File: src/rtl/rtc_opts.sv
module rtc_opts #(
  parameter int unsigned CLK_HZ      = 1_000_000,
  parameter int unsigned TICK_HZ     = 60,
  parameter int unsigned CNT_W       = 16,
  parameter int unsigned SHIFT_W     = 5,
  parameter int unsigned CLK_IRQ_BIT = 3,
  parameter bit          HAS_PREC    = 1'b1
) (
  input  logic               clk,
  input  logic               rst_n,
  input  logic               io_valid,
  input  logic [1:0]         io_op,
  input  logic [3:0]         io_fn,
  input  logic [CNT_W-1:0]   io_wdata,
  output logic               io_skip,
  output logic               io_bad,
  input  logic               cnt_we,
  input  logic [CNT_W-1:0]   cnt_wdata,
  output logic [CNT_W-1:0]   cnt_q,
  input  logic               par_err,
  input  logic               ext_off_stb,
  output logic [CNT_W-1:0]   mask_q,
  output logic               clk_ready,
  output logic               clk_run,
  output logic               clk_irq,
  output logic               carry_q,
  output logic               prec_q,
  output logic               ext_q,
  output logic [SHIFT_W-1:0] shift_q
);
  localparam int unsigned DIV   = CLK_HZ / TICK_HZ;
  localparam int unsigned DIV_W = (DIV > 1) ? $clog2(DIV) : 1;
  localparam logic [DIV_W-1:0] DIV_LAST = DIV_W'(DIV - 1);
  localparam logic [1:0] OP_CTL = 2'd0, OP_SKS = 2'd1, OP_OUT = 2'd2;

  if (TICK_HZ != 50 && TICK_HZ != 60) begin : g_rate_check
    $error("TICK_HZ must be 50 or 60");
  end
  if (DIV < 2) begin : g_div_check
    $error("CLK_HZ too low for the tick rate");
  end

  logic ctl, sks, outc;
  logic ctl_go, ctl_halt, sks_irq, sks_nopar, sks_par, out_mask, out_stat;
  logic [DIV_W-1:0] div_q;
  logic [CNT_W-1:0] cnt_inc;
  logic tick, ext_pend;

  assign ctl  = io_valid && io_op == OP_CTL;
  assign sks  = io_valid && io_op == OP_SKS;
  assign outc = io_valid && io_op == OP_OUT;

  assign ctl_go    = ctl  && io_fn == 4'h0;
  assign ctl_halt  = ctl  && io_fn == 4'h2;
  assign sks_irq   = sks  && io_fn == 4'h0;
  assign sks_nopar = sks  && io_fn == 4'h2;
  assign sks_par   = sks  && io_fn == 4'hA;
  assign out_mask  = outc && io_fn == 4'h0;
  assign out_stat  = outc && io_fn == 4'h8;

  assign io_bad  = io_valid && !(ctl_go || ctl_halt || sks_irq || sks_nopar ||
                                 sks_par || out_mask || out_stat);
  assign io_skip = (sks_irq && !clk_irq) || (sks_nopar && !par_err) || (sks_par && par_err);

  assign clk_irq = clk_ready && mask_q[CLK_IRQ_BIT];
  assign tick    = clk_run && div_q == '0;
  assign cnt_inc = cnt_q + 1'b1;

  always_ff @(posedge clk) begin
    if (!rst_n) begin
      clk_run <= 1'b0;
      div_q   <= '0;
    end else begin
      if (ctl_halt)    clk_run <= 1'b0;
      else if (ctl_go) clk_run <= 1'b1;
      if (ctl_go && !clk_run) div_q <= DIV_LAST;
      else if (tick)          div_q <= DIV_LAST;
      else if (clk_run)       div_q <= div_q - 1'b1;
    end
  end

  always_ff @(posedge clk) begin
    if (!rst_n) begin
      cnt_q     <= '0;
      clk_ready <= 1'b0;
    end else begin
      if (cnt_we)    cnt_q <= cnt_wdata;
      else if (tick) cnt_q <= cnt_inc;
      if (tick && !cnt_we && cnt_inc == '0) clk_ready <= 1'b1;
      else if (ctl_go || ctl_halt)          clk_ready <= 1'b0;
    end
  end

  always_ff @(posedge clk) begin
    if (!rst_n) mask_q <= '0;
    else if (out_mask) mask_q <= io_wdata;
  end

  always_ff @(posedge clk) begin
    if (!rst_n) begin
      carry_q  <= 1'b0;
      prec_q   <= 1'b0;
      ext_q    <= 1'b0;
      ext_pend <= 1'b0;
      shift_q  <= '0;
    end else if (out_stat) begin
      carry_q <= io_wdata[15];
      prec_q  <= HAS_PREC ? io_wdata[14] : 1'b0;
      shift_q <= io_wdata[SHIFT_W-1:0];
      if (io_wdata[13]) begin
        ext_q    <= 1'b1;
        ext_pend <= 1'b0;
      end else begin
        ext_pend <= 1'b1;
      end
    end else if (ext_off_stb && ext_pend) begin
      ext_q    <= 1'b0;
      ext_pend <= 1'b0;
    end
  end
endmodule


File: config.mk
export PLATFORM = sky130hd
export DESIGN_NAME = rtc_opts
export DESIGN_NICKNAME = d
export VERILOG_FILES = /design/src/rtl/rtc_opts.sv
export SDC_FILE = /design/constraint.sdc
export NUM_CORES = 1
export LEC_CHECK = 0
export BUFFER_PORTS_ARGS = -buffer_cell sky130_fd_sc_hd__buf_4
export CAP_MARGIN = 20
export CORE_MARGIN = 3
export CORE_UTILIZATION = 52
export DETAILED_ROUTE_END_ITERATION = 8
export GPL_ROUTABILITY_DRIVEN = 0
export GPL_TIMING_DRIVEN = 0
export HOLD_SLACK_MARGIN = 0.05
export PLACE_DENSITY = 0.8
export SYNTH_ARGS = -nofsm -noshare
export SYNTH_HDL_FRONTEND = slang
export SYNTH_SLANG_ARGS = --single-unit
File: constraint.sdc
create_clock -name clk -period 2.3 [get_ports clk]
set_input_delay 0.345 -clock clk [delete_from_list [all_inputs] [get_ports clk]]
set_output_delay 0.345 -clock clk [all_outputs]
set_load 0.01 [all_outputs]
==> results.md, run 1 <==
* Library cells used by synthesis at between 50 and 60
* Critical Path RT at approximately 2.5 ns
* Slew @ Worst Pin at 0.735 ns
* Placed Cells incl. Taps at 500
* Die width at 82.2 µm
* Register area share after synthesis at around two fifths
* DIE HEIGHT at 82.2 µm
* # DRC at 0
* Vias/cell at approximately 5.4
* Clock sink count at 58
* GRT Total Usage at between 20% and 30%
* Mapped Cells at 341
* Maxcap violations at 0
* Max Clk Rate at 0.512 GHz
* Layout cells sized above 1 at about 28%
* Slew headroom at approximately half
* Syn_area_per_cell at 8.84 µm²
* Initial antenna violation count at 0
* P per Cell Area at roughly 560 mW/mm²
* Final setup fails at 0
* Synth warnings at 0
* EDFF count, synth at 0
* Busiest grt layer: met2
* Core Area at around 0.0056 mm²
* Met1 GRT Util at about 29%
* Vias at between 2,000 and 3,000
* Max Slew Vio Count at 0
* Max clock buf depth at 2
* CP max FO at 7
* Most used DFF post-synth: dfxtp_1
* TritonCTS clock tree: yes
* CTS root buffer: clkbuf_8
* Post-DP HPWL at around 5800 µm
* Cell row count at 27
* Grt ovf at 0
* LEAKAGE at ~1.6 nW
* Later-pin clock latency in the skew report at ~0.33 ns
* Initial DRC count at approximately 140
* Final core utilization at between 70% and 80%
* Post-Route WL at 7540 µm
* Nets at 485
* Clock skew at about 0.0067 ns
* Hold Vio Cnt, Final at 0
* Routed len/inst at between 10 and 15 µm
* Hold Crit Class: input pin to flip-flop
* Total negative slack at 0 ns
* Post-CTS Hold Buffers at 0
* Met2 Usage GRT at between 30% and 40%
* Pwr Total at approximately 2.2 mW
* Period Utilization, post-route at 84.9%
* Worst-path clk slew at 0.07 ns
* Initial Utilization at approximately 54%
* Post_cts resized at 0
* TritonCTS buffer count at 9
* GRT met3 Usage at under 10%
* Max VDD drop at 0.361 mV
* Async SR Flop Fraction at 0%
* Critical path launch point type: flip-flop
* Largest net degree at the start of global routing at 11
* Layout area overhead at 31.0%
* Worst setup path category: flip-flop to flip-flop
* RSZ-0062 raised after global routing: false
* Mapped cell area at about 0.0030 mm²
* # diodes at 0
* Vias in the first global route at about 2,700
* H-tree depth at 3
* Critical Path End Type: flip-flop
* First-pass GRT wire length at ~12,000 µm
* Io pins at between 80 and 90
* Die area at 0.00675 mm²
* Min cycle time layout at a little under 2 ns
* Final ANT Viol Nets at 0
* Number of setup buffers added after CTS at 0
* Non-filler cells, final at 516
* Drt first pass iters at 4
* Port Buf Inserts at 87
* Outcome: complete, no violations
* Yosys reg bits at between 50 and 60
* Mapped Nets at 387
* Worst path arrival time at around 2.2 ns
## state kept, by name, indices dropped and copies added, names as in the netlist
register   count
carry_q        1
clk_ready      1
clk_run        1
cnt_q         16
div_q         15
ext_pend       1
ext_q          1
mask_q        16
prec_q         1
shift_q        5
## critical path, stage by stage (launching register included)
cell and delay (ns):
dfxtp_1 0.46, ha_1 0.23, nand3_1 0.21, or2_1 0.27, buf_2 0.17, nor4_2 0.20, xnor2_1 0.18, a21oi_1 0.09
## final cells by class
type                    count  area, µm²
multi-input cells         254       1720
fillers                   462       1630
flip-flops and latches     58       1160
repair buffers             87        653
clock buffers              12        165
plain buffers              21        108
well taps                  72       90.1
inverters                   8       30.0
clock inverters             4       25.0
## where the power goes
| part | switching (mW) | internal [mW] |
|---|---|---|
| clock network | 0.411 | 0.475 |
| registers | 0.0348 | 1.03 |
| logic | 0.124 | 0.145 |
## path summary, 6_finish.rpt
path              slack (ns)                       to  depth (start not counted)               startpoint
setup / recovery        0.35   cnt_q[14]$_SDFFE_PN0P_                          7    cnt_q[0]$_SDFFE_PN0P_
hold / removal          0.27   mask_q[7]$_SDFFE_PN0P_                          3              io_wdata[7]
hold reg to reg         0.47  shift_q[0]$_SDFFE_PN0P_                          2  shift_q[0]$_SDFFE_PN0P_
setup reg to reg        0.35   cnt_q[14]$_SDFFE_PN0P_                          7    cnt_q[0]$_SDFFE_PN0P_
## per-stage QoR
step / hold WS [ns] / cell area, µm² / setup slack (ns)
6_report: 0.269 / 3950 / 0.346
5_1_grt: 0.280 / 3950 / 0.181
4_1_cts: 0.261 / 3950 / 0.352
3_5_place_dp: 0.459 / 3760 / 0.383
3_3_place_gp: 0.453 / 3760 / 0.408
2_1_floorplan: 0.481 / 3020 / 0.522
## cell usage after synthesis (2+ instances only)
library cell | n | area, µm²
or2_1 | 2 | 12.5
ha_1 | 2 | 25.0
clkbuf_1 | 14 | 52.6
nand3b_1 | 2 | 15.0
nand2b_1 | 6 | 37.5
o311a_1 | 7 | 70.1
o211a_1 | 3 | 30.0
or3_1 | 2 | 12.5
o21ai_1 | 2 | 10.0
nand4_1 | 11 | 68.8
or4_1 | 2 | 15.0
nand2_1 | 27 | 101
xor2_1 | 8 | 70.1
nor2b_1 | 19 | 119
xnor2_1 | 19 | 166
a211o_1 | 2 | 17.5
nor4_2 | 2 | 25.0
nor3_1 | 10 | 50.1
nand3_1 | 10 | 50.1
buf_4 | 3 | 22.5
mux2i_1 | 18 | 180
buf_2 | 2 | 10.0
inv_1 | 8 | 30.0
a21oi_1 | 16 | 80.1
o31ai_1 | 5 | 37.5
dfxtp_1 | 58 | 1160
nor4_1 | 4 | 25.0
nor2_1 | 24 | 90.1
a21boi_0 | 8 | 60.1
and2_1 | 6 | 37.5
nor3_2 | 4 | 40.0
buf_6 | 2 | 22.5
nand4_2 | 2 | 25.0
o21ai_0 | 13 | 65.1
o21a_1 | 2 | 15.0
## per-layer routing
layer	vias up	part of all wire, %
li1	1402	-
met1	1280	45
met2	89	46
met3	16	7.0
met4	0	1.8
met5	-	0
## kinds of logic (layout without fill, tap and decap cells)
logic type	count (synthesis)	after routing	synth area share, %
compound gates	65	65	15.1
flops	58	58	38.5
buf+inv	29	132	4.56
xor+xnor	27	27	7.84
simple gates	142	142	27.2
mux	18	18	5.98
fa+ha+maj	2	2	0.830
## cells in the final DEF (no fill, tap or decap), types with 10 or more instances in the layout
cell	netlist	final
buf_4	3	90
dfxtp_1	58	58
nand4_1	11	11
clkbuf_8	0	12
nand2_1	27	27
nor2b_1	19	19
mux2i_1	18	18
xnor2_1	19	19
clkbuf_1	14	14
nand3_1	10	10
nor3_1	10	10
o21ai_0	13	13
a21oi_1	16	16
nor2_1	24	24
Note: power is estimated with default switching activity, not from simulation.
==> inputs of run 2 (changes only) <==
ABC_AREA = 1   (was default)
CORE_UTILIZATION = 46   (was 52)
PLACE_DENSITY = 0.75   (was 0.8)
clock period = 1.73 ns   (was 2.3 ns; I/O delays follow)
==> results.md, run 2 <==
* Nets at roughly 580
* Routed len/inst at roughly 13 µm
* Grt ovf at 0
* Period Utilization, post-route at 97.0%
* Total negative slack at 0 ns
* Die width at between 80 and 90 µm
* Critical Path Max Stage Delay at around 0.43 ns
* Multi-input gate area at 0.00166 mm²
* Die area at between 0.007 and 0.008 mm²
* Cell row count at 28
* Largest net degree at the start of global routing at 11
* Largest cells by area after synthesis: dfxtp_1, nor2_1, nand2_1
* Slew headroom at roughly two thirds
* Vias in the first global route at roughly 2,900
* H-tree depth at 3
* Number of cells on the critical path at 8
* Mapped Nets at 477
* CP Buf/Inv Count at 1
* CP max FO at 5
* Critical Path Slowest Stage Cell: dfxtp_1
* Outcome: complete, no violations
* Library cells used by synthesis at 38
* Initial DRC count at between 150 and 200
* Post-Route WL at a little over 8000 µm
* Layout cells sized above 1 at between 20% and 30%
* Final setup fails at 0
* CTS root buffer: clkbuf_8
* Final core utilization at between 60 and 70%
* First-pass GRT wire length at 13,100 µm
* Hold Crit Class: input pin to flip-flop
* Maxcap violations at 0
* Port Buf Inserts at 86
* Final ANT Viol Nets at 0
* Core Area at between 0.006 and 0.007 mm²
* Cell taking the most area after synthesis: dfxtp_1
* Critical Path RT at 1.99 ns
* Sequential Area at about 0.0012 mm²
* TritonCTS clock tree: yes
* Placed cell area at roughly 0.0037 mm²
* Worst path arrival time at 1.93 ns
* Worst-path clk slew at roughly 0.060 ns
* Most frequent cells in the layout: buf_4, nor2_1, nand2_1
* Synth warnings at 0
* Layout area overhead at 33.2%
* Vias/cell at 5.24
* Worst setup path category: flip-flop to flip-flop
* Max VDD drop at between 0.6 and 0.7 mV
* Critical Path End Type: flip-flop
* Min cycle time layout at approximately 1.7 ns
* Slew @ Worst Pin at about 0.52 ns
* Mapped cell area at 0.00296 mm²
* # diodes at 0
* Top cells by count, synth: nor2_1, nand2_1, dfxtp_1, inv_1, o21ai_0
* Async SR Flop Fraction at 0%
* P per Cell Area at between 600 and 700 mW/mm²
* Max Clk Rate at roughly 0.6 GHz
* Yosys reg bits at 58
* Syn_area_per_cell at roughly 6.9 µm²
* Vias at ~3,200
* Fin area at ~0.0039 mm²
* Placed Cells incl. Taps at ~590
* Commonest non-fill, non-tap cell in the layout: buf_4
* Io pins at slightly below 90
* Clock skew at ~0.0047 ns
* Worst hold stages at 3
* Critical path launch point type: flip-flop
* Later-pin clock latency in the skew report at around 0.33 ns
* Clock sink count at 58
* Max Slew Vio Count at 0
* Area share of the largest cell type after synthesis at 39.2%
* Initial Utilization at approximately 50%
* GRT Total Usage at about 22%
* Post-DP HPWL at around 6000 µm
* LEAKAGE at approximately 1.7 nW
* # DRC at 0
* Filler instances at roughly 540
* Cell repeated most along the worst path: nand2_1
* Drt first pass iters at 4
* Max clock buf depth at 2
* Delay-heaviest family, CP: simple AND/OR/NAND/NOR gates
* TritonCTS buffer count at 9
* Initial antenna violation count at 0
* Reg2reg path depth at 8
* Most used DFF post-synth: dfxtp_1
* Non-filler cells, final at 605
* DIE HEIGHT at 86.2 µm
* Largest regs: cnt_q (16), mask_q (16), div_q (15)
* Register area share after synthesis at 39.2%
* Most common cell in the netlist: nor2_1
* Hold Vio Cnt, Final at 0
* Mapped Cells at approximately 430
* Sequence of cells on the critical path: nand2_1 -> nor2_2 -> nand2_1 -> nor2_1 -> xor2_1 -> buf_4 -> nand2_1 -> a31oi_1
* EDFF count, synth at 0
## run 2: changes by cell type after synthesis, sizes merged, moves of 7 or more
cell / previous run / this run
nor2: 25 / 102
nand2: 27 / 90
inv: 8 / 38
nor2b: 19 / 0
mux2i: 18 / 0
xnor2: 19 / 2
nand3: 10 / 26
o21ai: 15 / 30
a31oi: 1 / 14
a21boi: 8 / 0
nor3: 15 / 8
o311a: 7 / 0
## run 2: worst paths after layout
check	end	slack, ns	from
hold / removal	mask_q[12]$_SDFFE_PN0P_	0.19	io_wdata[12]
hold reg to reg	mask_q[14]$_SDFFE_PN0P_	0.49	mask_q[14]$_SDFFE_PN0P_
setup / recovery	cnt_q[10]$_SDFFE_PN0P_	0.05	cnt_q[5]$_SDFFE_PN0P_
setup reg to reg	cnt_q[10]$_SDFFE_PN0P_	0.05	cnt_q[5]$_SDFFE_PN0P_
## run 2: final cells by class
cell class | count | share of cell area, %
clock buffers | 11 | 3.59
well taps | 75 | 2.38
multi-input cells | 321 | 42.0
plain buffers | 12 | 1.75
repair buffers | 88 | 16.8
inverters | 39 | 3.78
clock inverters | 1 | 0.127
flip-flops and latches | 58 | 29.6
## run 2: logic make-up after synthesis
logic type	share of synthesized area, %
xor gates and xnor gates	3.55
DFF	39.2
and+or+nand+nor	35.6
AOI/OAI and AO/OA	13.2
buffers and inverters	7.48
adders and majority gates	0.846
## run 2: timing repair
action                                  4_1_cts  5_1_grt
hold endpoints to repair                      0        0
pin swaps                                     0        1
resized for setup                             7       14
hold buffers                                  0        0
endpoints found under the setup margin       13       17
setup buffers                                 0        2
## run 2: worst reg2reg max path, stage by stage, from the launching register on
cell and delay [ns]:
dfxtp_1 0.43, nand2_1 0.16, nor2_2 0.20, nand2_1 0.13, nor2_1 0.15, xor2_1 0.23
buf_4 0.15, nand2_1 0.05, a31oi_1 0.11
## run 2: per-stage QoR
stage / total power, mW / setup slack (ns) / hold WS [ns]
global route: 2.89 / -0.0183 / 0.185
floorplan: 1.60 / 0.178 / 0.408
finish: 2.75 / 0.0524 / 0.186
global placement: 1.75 / -0.00679 / 0.466
detailed placement: 1.76 / -0.0776 / 0.479
CTS: 2.76 / 0.000503 / 0.185
## run 2: power breakdown
group | internal, mW | total (mW) | switching, mW
clock | 0.524 | 1.00 | 0.479
sequential | 1.37 | 1.41 | 0.0408
combinational | 0.166 | 0.342 | 0.177
total | 2.06 | 2.75 | 0.696
## run 2: routing by layer
layer	routed length [µm]	track usage [%]	up-vias
li1	-	-	1599
met3	498	5.89	9
met1	3420	26.8	1449
met2	4020	37.9	116
met4	104	5.52	0
met5	0	0	-
==> inputs of run 3 (changes only) <==
CORE_UTILIZATION = 51   (was 46)
PLACE_DENSITY = 0.79   (was 0.75)
RECOVER_POWER = 50   (was default)
clock period = 1.6 ns   (was 1.73 ns; I/O delays follow)
==> results.md, run 3 (synthesis results as in run 2) <==
* Vias/cell at 5.35
* Initial Utilization at between 50% and 60%
* Max Clk Rate at approximately 0.6 GHz
* Most frequent cells in the layout: nand2_1, nor2_1, buf_4
* P per Cell Area at roughly 840 mW/mm²
* Final ANT Viol Nets at 0
* Critical Path End Type: flip-flop
* Layout cells sized above 1 at roughly 29%
* Nets at approximately 590
* # DRC at 0
* Later-pin clock latency in the skew report at ~0.34 ns
* CP max FO at 4
* Final setup fails at 1
* TritonCTS buffer count at 9
* Io pins at just under 90
* LEAKAGE at 1.73 nW
* First-pass GRT wire length at 13,200 µm
* Post-DP HPWL at just under 6000 µm
* H-tree depth at 3
* Worst-path clk slew at 0.07 ns
* Worst setup path category: flip-flop to flip-flop
* Final worst-path setup slack at -0.0663 ns
* Violated checks: negative setup slack
* Post-Route WL at 8890 µm
* Initial DRC count at roughly 230
* Clock sink count at between 50 and 60
* Critical Path Max Stage Delay at approximately 0.38 ns
* Period Utilization, post-route at 104%
* Max clock buf depth at 2
* Maxcap violations at 0
* Commonest non-fill, non-tap cell in the layout: nand2_1
* Largest regs: cnt_q (16), mask_q (16), div_q (15)
* Max VDD drop at around 0.6 mV
* Smallest hold slack at ~0.15 ns
* TritonCTS clock tree: yes
* GRT Total Usage at roughly a quarter
* Die area at roughly 0.0068 mm²
* Port Buf Inserts at between 80 and 90
* Slew @ Worst Pin at between 0.5 and 0.6 ns
* Slew headroom at roughly three fifths
* Routed len/inst at roughly 14 µm
* Critical Path RT at between 1.5 and 2 ns
* Post-CTS Hold Buffers at 0
* CTS root buffer: clkbuf_8
* Largest net degree at the start of global routing at 18
* Min cycle time layout at ~1.7 ns
* Hold Crit Class: input pin to flip-flop
* Critical Path Slowest Stage Cell: dfxtp_4
* Hold Vio Cnt, Final at 0
* Critical path launch point type: flip-flop
* Initial antenna violation count at 0
* Multi-input gate area at around 0.0017 mm²
* Vias in the first global route at approximately 3,000
* Worst path arrival time at 1.93 ns
* Filler instances at about 460
* Grt ovf at 0
* DIE HEIGHT at between 80 and 90 µm
* Vias at 3,316
* Sequence of cells on the critical path: buf_4 -> nand3_1 -> nor2_2 -> xor2_1 -> nand3_1 -> nor2_2 -> nand3_2 -> a21oi_1
* Drt first pass iters at 5
* Core Area at between 0.005 and 0.006 mm²
* CP Buf/Inv Count at 1
* Max Slew Vio Count at 0
* Total negative slack at -0.0663 ns
* Sequential Area at 0.00118 mm²
* Clock skew at between 0.007 and 0.008 ns
* Delay-heaviest family, CP: simple AND/OR/NAND/NOR gates
* Die width at 82.2 µm
* # diodes at 0
* Cell row count at 27
* RSZ-0062 raised after global routing: true
* Layout area overhead at 39.9%
* Outcome: finished, violations left
[run 3: cell count changes in the layout (fill, tap and decap cells not counted), sizes merged]
cell | before | now
inv | 38 | 39
clkinvlp | 0 | 2
clkbuf | 18 | 41
buf | 93 | 83
bufinv | 0 | 2
[run 3: report_power, final]
group,total (mW),internal [mW],switching [mW]
Combinational,0.397,0.186,0.211
Sequential,1.52,1.48,0.0441
Clock,1.56,0.921,0.637
Total,3.48,2.59,0.892
[run 3: repair_timing]
| item | 4_1_cts | 5_1_grt |
|---|---|---|
| pin swaps | 5 | 17 |
| gates resized for setup | 15 | 40 |
| setup endpoints to repair | 19 | 23 |
| setup buffers | 6 | 11 |
[run 3: final cells by class]
type	count	area share (%)
clock inverter	6	2.15
timing repair buffer	103	16.6
clock buffer	10	3.32
multi-input combinational	321	42.2
sequential	58	28.4
inverter	39	3.66
buffer	11	1.51
tap	72	2.18
[run 3: worst min-delay path, stage by stage]
cell,delay (ns)
buf_4,0.07
o21ai_0,0.07
nor2_1,0.07
[run 3: worst paths after layout]
check,startpoint,slack (ns),depth (start not counted),endpoint
max,cnt_q[0]$_SDFFE_PN0P_,-0.07,8,clk_ready$_SDFFE_PN0P_
min,io_wdata[10],0.15,3,mask_q[10]$_SDFFE_PN0P_
max reg2reg,cnt_q[0]$_SDFFE_PN0P_,-0.07,8,clk_ready$_SDFFE_PN0P_
min reg2reg,shift_q[1]$_SDFFE_PN0P_,0.48,2,shift_q[1]$_SDFFE_PN0P_
[run 3: metal layers]
layer | vias to the layer above | global-route usage [%] | part of all wire, %
li1 | 1628 | - | -
met1 | 1534 | 31.0 | 41
met2 | 142 | 41.7 | 51
met3 | 12 | 4.01 | 6.8
met4 | 0 | 13.0 | 1.3
met5 | - | 0 | 0
[run 3: stage by stage]
stage / worst slack (ns) / utilization (%) / cell area [µm²] / power (mW) / std cells
5_1_grt: -0.167 / 74.3 / 4140 / 3.61 / 620
3_5_place_dp: -0.213 / 66.3 / 3690 / 1.90 / 589
3_3_place_gp: -0.177 / 66.3 / 3690 / 1.89 / 589
4_1_cts: -0.00397 / 72.0 / 4020 / 3.45 / 610
6_report: -0.0663 / 74.3 / 4140 / 3.48 / 620
2_1_floorplan: 0.0485 / - / 2960 / 1.73 / 431
